[src/rtl/loop_cache_pkg.sv]
package loop_cache_pkg;
  typedef enum logic [1:0] {
    ST_IDLE   = 2'd0,
    ST_FILL   = 2'd1,
    ST_GAP    = 2'd2,
    ST_REPLAY = 2'd3
  } seq_state_t;

  localparam logic OP_START  = 1'b0;
  localparam logic OP_REPEAT = 1'b1;
endpackage

[src/rtl/lc_body_store.sv]
module lc_body_store #(
  parameter int IW    = 16,
  parameter int DEPTH = 15,
  parameter int LW    = $clog2(DEPTH + 1)
) (
  input  logic          clk,
  input  logic          wr_en,
  input  logic [LW-1:0] wr_idx,
  input  logic [IW-1:0] wr_data,
  input  logic [LW-1:0] rd_idx,
  output logic [IW-1:0] rd_data
);
  logic [IW-1:0] slot_q [DEPTH];

  for (genvar g = 0; g < DEPTH; g++) begin : g_slot
    always_ff @(posedge clk) begin
      if (wr_en && (wr_idx == LW'(g))) slot_q[g] <= wr_data;
    end
  end

  always_comb begin
    rd_data = '0;
    for (int i = 0; i < DEPTH; i++) begin
      if (rd_idx == LW'(i)) rd_data = slot_q[i];
    end
  end
endmodule

[src/rtl/lc_iter_count.sv]
module lc_iter_count #(
  parameter int KW = 7
) (
  input  logic          clk,
  input  logic          rst_n,
  input  logic          busy,
  input  logic          start_load,
  input  logic [KW-1:0] load_k,
  input  logic          pass_end,
  input  logic          wr_en,
  input  logic [KW-1:0] wr_data,
  output logic [KW-1:0] cnt,
  output logic          last_pass
);
  logic [KW-1:0] cnt_q;

  always_ff @(posedge clk or negedge rst_n) begin
    if (!rst_n) begin
      cnt_q <= '0;
    end else if (start_load) begin
      if (load_k != '0)      cnt_q <= load_k;
      else if (cnt_q == '0)  cnt_q <= KW'(1);
    end else if (pass_end) begin
      cnt_q <= cnt_q - 1'b1;
    end else if (wr_en && !busy) begin
      cnt_q <= wr_data;
    end
  end

  assign cnt       = cnt_q;
  assign last_pass = (cnt_q == KW'(1));

  // a running loop only moves the count at pass ends
  p_cnt_frozen_r6: assert property (@(posedge clk) disable iff (!rst_n)
    (busy && !pass_end && !start_load) |=> $stable(cnt_q));

  // a started loop never holds a zero count
  p_loaded_nonzero_r4: assert property (@(posedge clk) disable iff (!rst_n)
    start_load |=> (cnt_q != '0));
endmodule

[src/rtl/lc_seq.sv]
module lc_seq
  import loop_cache_pkg::*;
#(
  parameter int AW = 16,
  parameter int LW = 4
) (
  input  logic          clk,
  input  logic          rst_n,
  input  logic          cmd_valid,
  input  logic          cmd_op,
  input  logic [LW-1:0] cmd_len,
  input  logic [AW-1:0] cmd_pc,
  input  logic          iss_ready,
  input  logic          last_pass,
  output logic          cmd_ready,
  output logic          start_load,
  output logic          fill_act,
  output logic          replay_act,
  output logic          pass_end,
  output logic          busy,
  output logic [LW-1:0] slot,
  output logic [AW-1:0] fetch_addr,
  output logic          resume_valid,
  output logic [AW-1:0] resume_pc
);
  seq_state_t    state_q;
  logic [LW-1:0] slot_q, len_q;
  logic [AW-1:0] base_q, ret_q, rpc_q;
  logic          rv_q;
  logic          accept, xfer;

  assign cmd_ready  = (state_q == ST_IDLE);
  assign busy       = !cmd_ready;
  assign accept     = cmd_valid && cmd_ready;
  assign start_load = accept;
  assign fill_act   = (state_q == ST_FILL);
  assign replay_act = (state_q == ST_REPLAY);
  assign xfer       = (fill_act || replay_act) && iss_ready;
  assign pass_end   = xfer && (slot_q == len_q - 1'b1);
  assign slot       = slot_q;
  assign fetch_addr = base_q + AW'(slot_q);

  always_ff @(posedge clk or negedge rst_n) begin
    if (!rst_n) begin
      state_q <= ST_IDLE;
      slot_q  <= '0;
      len_q   <= LW'(1);
      base_q  <= '0;
      ret_q   <= '0;
      rv_q    <= 1'b0;
      rpc_q   <= '0;
    end else begin
      rv_q <= 1'b0;
      case (state_q)
        ST_IDLE: begin
          if (accept) begin
            slot_q <= '0;
            if (cmd_op == OP_START) begin
              state_q <= ST_FILL;
              base_q  <= cmd_pc;
              len_q   <= cmd_len;
              ret_q   <= cmd_pc + AW'(cmd_len);
            end else begin
              state_q <= ST_GAP;
              ret_q   <= cmd_pc;
            end
          end
        end
        ST_GAP: state_q <= ST_REPLAY;
        default: begin
          if (pass_end) begin
            slot_q <= '0;
            if (last_pass) begin
              state_q <= ST_IDLE;
              rv_q    <= 1'b1;
              rpc_q   <= ret_q;
            end else begin
              state_q <= ST_REPLAY;
            end
          end else if (xfer) begin
            slot_q <= slot_q + 1'b1;
          end
        end
      endcase
    end
  end

  assign resume_valid = rv_q;
  assign resume_pc    = rpc_q;

  // loop-start issues straight away, repeat inserts one empty cycle
  p_start_fills_r8: assert property (@(posedge clk) disable iff (!rst_n)
    (accept && cmd_op == OP_START) |=> fill_act);
  p_repeat_gap_r8: assert property (@(posedge clk) disable iff (!rst_n)
    (accept && cmd_op == OP_REPEAT) |=> (!fill_act && !replay_act));

  // the slot index never leaves the body
  p_slot_bound_r2: assert property (@(posedge clk) disable iff (!rst_n)
    (fill_act || replay_act) |-> (slot_q < len_q));

  // completion is a single-cycle pulse
  p_resume_once_r9: assert property (@(posedge clk) disable iff (!rst_n)
    resume_valid |=> !resume_valid);
endmodule

[src/rtl/loop_cache_ctrl.sv]
module loop_cache_ctrl
  import loop_cache_pkg::*;
#(
  parameter int AW     = 16,
  parameter int IW     = 16,
  parameter int MAXLEN = 15,
  parameter int KW     = 7,
  localparam int LW    = $clog2(MAXLEN + 1)
) (
  input  logic          clk,
  input  logic          rst_n,
  input  logic          cmd_valid,
  output logic          cmd_ready,
  input  logic          cmd_op,
  input  logic [LW-1:0] cmd_len,
  input  logic [KW-1:0] cmd_cnt,
  input  logic [AW-1:0] cmd_pc,
  output logic          fetch_req,
  output logic [AW-1:0] fetch_addr,
  input  logic [IW-1:0] fetch_data,
  output logic          iss_valid,
  input  logic          iss_ready,
  output logic [IW-1:0] iss_data,
  output logic          iss_cached,
  output logic          resume_valid,
  output logic [AW-1:0] resume_pc,
  input  logic          cnt_wr_en,
  input  logic [KW-1:0] cnt_wr_data,
  output logic [KW-1:0] cnt_rd
);
  logic          start_load, fill_act, replay_act, pass_end, busy, last_pass;
  logic [LW-1:0] slot;
  logic [IW-1:0] store_rd;

  lc_seq #(.AW(AW), .LW(LW)) u_seq (
    .clk(clk), .rst_n(rst_n), .cmd_valid(cmd_valid), .cmd_op(cmd_op),
    .cmd_len(cmd_len), .cmd_pc(cmd_pc), .iss_ready(iss_ready),
    .last_pass(last_pass), .cmd_ready(cmd_ready), .start_load(start_load),
    .fill_act(fill_act), .replay_act(replay_act), .pass_end(pass_end),
    .busy(busy), .slot(slot), .fetch_addr(fetch_addr),
    .resume_valid(resume_valid), .resume_pc(resume_pc)
  );

  lc_iter_count #(.KW(KW)) u_cnt (
    .clk(clk), .rst_n(rst_n), .busy(busy), .start_load(start_load),
    .load_k(cmd_cnt), .pass_end(pass_end), .wr_en(cnt_wr_en),
    .wr_data(cnt_wr_data), .cnt(cnt_rd), .last_pass(last_pass)
  );

  lc_body_store #(.IW(IW), .DEPTH(MAXLEN), .LW(LW)) u_store (
    .clk(clk), .wr_en(fill_act && iss_ready), .wr_idx(slot),
    .wr_data(fetch_data), .rd_idx(slot), .rd_data(store_rd)
  );

  assign fetch_req  = fill_act && iss_ready;
  assign iss_valid  = fill_act || replay_act;
  assign iss_cached = replay_act;
  assign iss_data   = fill_act ? fetch_data : store_rd;

  // a stalled word stays put
  p_hold_r10: assert property (@(posedge clk) disable iff (!rst_n)
    (iss_valid && !iss_ready) |=> (iss_valid && $stable(iss_data) && $stable(iss_cached)));

  // a finished loop leaves a zero count
  p_done_zero_r5: assert property (@(posedge clk) disable iff (!rst_n)
    resume_valid |-> (cnt_rd == '0));

  // a replayed word never comes with a fetch
  p_cached_nofetch_r3: assert property (@(posedge clk) disable iff (!rst_n)
    (iss_valid && iss_cached) |-> !fetch_req);
endmodule

[config.mk]
export PLATFORM = sky130hd
export DESIGN_NAME = loop_cache_ctrl
export DESIGN_NICKNAME = d
export VERILOG_FILES = /design/src/rtl/loop_cache_pkg.sv /design/src/rtl/lc_body_store.sv /design/src/rtl/lc_iter_count.sv /design/src/rtl/lc_seq.sv /design/src/rtl/loop_cache_ctrl.sv
export SDC_FILE = /design/constraint.sdc
export NUM_CORES = 1
export LEC_CHECK = 0
export ABC_AREA = 1
export BUFFER_PORTS_ARGS = -buffer_cell sky130_fd_sc_hd__buf_2
export CAP_MARGIN = 20
export CORE_MARGIN = 2
export CORE_UTILIZATION = 25
export DETAILED_ROUTE_END_ITERATION = 10
export GPL_ROUTABILITY_DRIVEN = 0
export SETUP_SLACK_MARGIN = 0.1
export SLEW_MARGIN = 30
export SYNTH_ARGS = -nofsm -noshare
export SYNTH_HDL_FRONTEND = slang
export SYNTH_SLANG_ARGS = --single-unit
[constraint.sdc]
create_clock -name clk -period 6.8 [get_ports clk]
set_clock_uncertainty 0.1 [all_clocks]
set_input_delay 1.02 -clock clk [delete_from_list [all_inputs] [get_ports clk]]
set_output_delay 1.02 -clock clk [all_outputs]
set_load 0.02 [all_outputs]
==> metrics.txt <==
status=complete, no violations; unrepaired setup endpoints after global routing=false; CTS sink cnt=306; worst slew pin tran=885 ps; IO Count=116; Via-to-Cell Ratio=4.38; Clock Path Buffers=3; Post-CTS Resized=0; FILL cells=5726; Remaining DRCs=0; Die Y-Extent=241 um; Slew Limit Fails=0; Synth area leader=edfxtp_1; H-tree depth=2; setup TNS=0 ps; pwr/cell area=368 nW/um^2; r2r worst-path depth=7; netlist area before placement=14000 um^2; Crit Path Max Fanout=33; gr busiest metal=met2; Clock transition at path regs=60 ps; Top FF cell, synth=edfxtp_1; Critical Path RT=5680 ps; P_leak=6.75 nW; CTS tree=built; Clk network pwr share=0.289; vias in the first global route=10.0k; Antenna Nets Post-Route=0; asr flop ratio synth=0.216; Synth Area per Inst=10.1 um^2; num rows=86; MaxCap Viol Count=0; antenna violations before repair=5; final WL=34100 um; EDFF count, synth=240; 1st-pass router iterations=4; met3 Resource Use GR=0.0326; number of port buffers=115; layout net count=1571; Hold Path Class=reg -> reg; first-pass GRT wire length=54700 um; CP endpoint kind=output pin; Yosys warning count=0; Distinct cells, synth=47; Tmin final=5060 ps; Cells after Synth=1389; final non-filler cell area=16500 um^2; area added between synthesis and finish=17.5%; Vias=9965; syn_nets=1462; DPL Wire Length=23100 um; die area=58000 um^2; Hold Fails Final Rpt=0; worst vdd ir=0.187 mV; hold_buf cts=0; largest cells by area after synthesis=edfxtp_1 51%, dfrtp_1 12%, nand2_1 11%, nand3_1 4.1%, inv_1 3.1%; switching share of power=0.376; combinational power share=0.349; Synth Register Bits=306; Yosys top cell area share=0.514; largest net degree at the start of global routing=67; met2 Use GR=0.203; number of setup buffers added after CTS=0; Crit Path Category=reg -> out; met1 GRT Util=0.150; Initial Util=0.253; initial drt markers=771; Final Total Pwr=0.00606 W; wire length per cell=15.0 um; setup violators final=0; Inserted Clock Buffers=35; Critical Path Start Type=flip-flop; grt ovf=0; placed cell area=15400 um^2; Reg power frac=0.362; Internal=0.00378 W; Peak Freq=198 MHz; worst hold path depth=2; Rel. slew slack=0.408; Die X=241 um; CTS Root Cell=clkbuf_16; Clock Latency Late Sink=510 ps; gr usage total=0.119; sequential area share after synthesis=0.632; P_sw=0.00228 W; share of layout cells above drive strength 1=0.163; Core Region=55300 um^2; final critical-path share of the clock period=0.743; crit path DAT=3940 ps
[routing by layer]
metal  vias up  routed length (um)  share of wire
met5         -                  48         0.0014
met4        10                 637          0.019
met3        63                2270          0.067
met2       244               16300           0.48
met1      4823               14900           0.44
li1       4825                   -              -
[cell usage after synthesis, types with 8 or more instances]
cell	n
a21oi_1	31
buf_2	26
clkbuf_1	27
dfrtp_1	65
edfxtp_1	240
ha_1	15
inv_1	116
nand2_1	404
nand3_1	115
nand3b_1	17
nand4_1	17
nor2_1	104
nor2_2	9
nor3_1	8
o21ai_0	53
o21ai_1	15
or2_2	21
xnor2_1	8
xor2_1	25
[cells in the final DEF, fill, tap and decap left out, types with 8 or more instances in the layout]
master / count
nor2_2: 11
o21ai_0: 53
ha_1: 15
a21oi_1: 31
clkinv_1: 11
nand3_1: 114
nand4_1: 17
inv_1: 116
clkbuf_1: 8
buf_2: 115
xnor2_1: 8
buf_4: 16
nand3b_1: 17
or2_2: 21
nor2_1: 100
clkbuf_16: 35
o21ai_1: 15
nand2_1: 402
xor2_1: 25
dfrtp_1: 65
edfxtp_1: 240
[kinds of logic (layout without fill, tap and decap cells)]
logic type,Yosys count,count (layout),synth area share
AND/OR/NAND/NOR,724,724,0.226
flip-flops,306,306,0.632
buffers and inverters,187,322,0.0558
AO/OA/AOI/OAI,115,115,0.0437
XOR/XNOR,33,33,0.0206
adder cells (fa/ha/maj),17,17,0.0163
multiplexers,7,7,0.00563
other,0,1,0
[sequential cells by signal (all words and copies together), names as in the netlist]
name and cells:
u_cnt.cnt 7, u_seq.base_q 16, u_seq.len_q 4, u_seq.resume_pc 16
u_seq.resume_valid 1, u_seq.ret_q 16, u_seq.slot 4, u_seq.state_q 2
u_store.slot_q 240
[layout make-up]
cell class	instances	area (um^2)	share of cell area
Timing Repair Buffer	132	707	0.0429
Sequential cell	306	8860	0.538
Multi-Input combinational cell	896	4440	0.269
Antenna cell	1	2.50	0.000152
Tap cell	748	936	0.0568
Inverter	127	478	0.0290
Clock buffer	43	906	0.0550
Clock inverter	20	139	0.00844
[worst paths after layout]
kind                                    start                    end  slack, ps
setup / recovery                u_seq.slot[1]           iss_data[15]       1740
hold / removal             u_seq.resume_pc[6]     u_seq.resume_pc[6]        380
setup reg to reg                u_seq.slot[0]  u_store.slot_q[1][99]       3020
hold reg to reg            u_seq.resume_pc[6]     u_seq.resume_pc[6]        380
max in group asynchronous               rst_n          u_seq.slot[0]       5650
min in group asynchronous               rst_n           u_cnt.cnt[5]        470
[metrics by stage]
stage          hold WS, ps  instances  setup WS, ps  utilization
2_1_floorplan          349       1389          3090            -
3_3_place_gp           354       2209          1920        0.278
3_5_place_dp           359       2209          2210        0.278
4_1_cts                381       2272          1650        0.297
5_1_grt                407       2272          1220        0.298
6_report               379       2273          1740        0.298
[power by group through the flow]
| stage | logic (W) | registers [W] | clock network [W] |
|---|---|---|---|
| global placement | 0.00213 | 0.00223 | 0 |
| detailed placement | 0.00215 | 0.00223 | 0 |
| global route | 0.00245 | 0.00221 | 0.00186 |
| finish | 0.00211 | 0.00219 | 0.00175 |
| CTS | 0.00216 | 0.00219 | 0.00178 |
| floorplan | 0.00151 | 0.00224 | 0 |
[worst max-delay path, cell delays in order, from the launching register on]
cell and delay [ps]:
dfrtp_1 460, inv_1 180, ha_1 700, nand3_2 690, o21ai_0 250, inv_1 70, nand3_1 90, nand2_1 60
nand2_1 70, nand2_1 60, nand3_1 70, nand3_1 80, nand2_1 80, nand2_1 50, nand3_1 80, nand2_1 60
nand2_1 80, nand2_1 50, nand2_1 50, buf_2 160
Power figures use the tool's default switching activity.
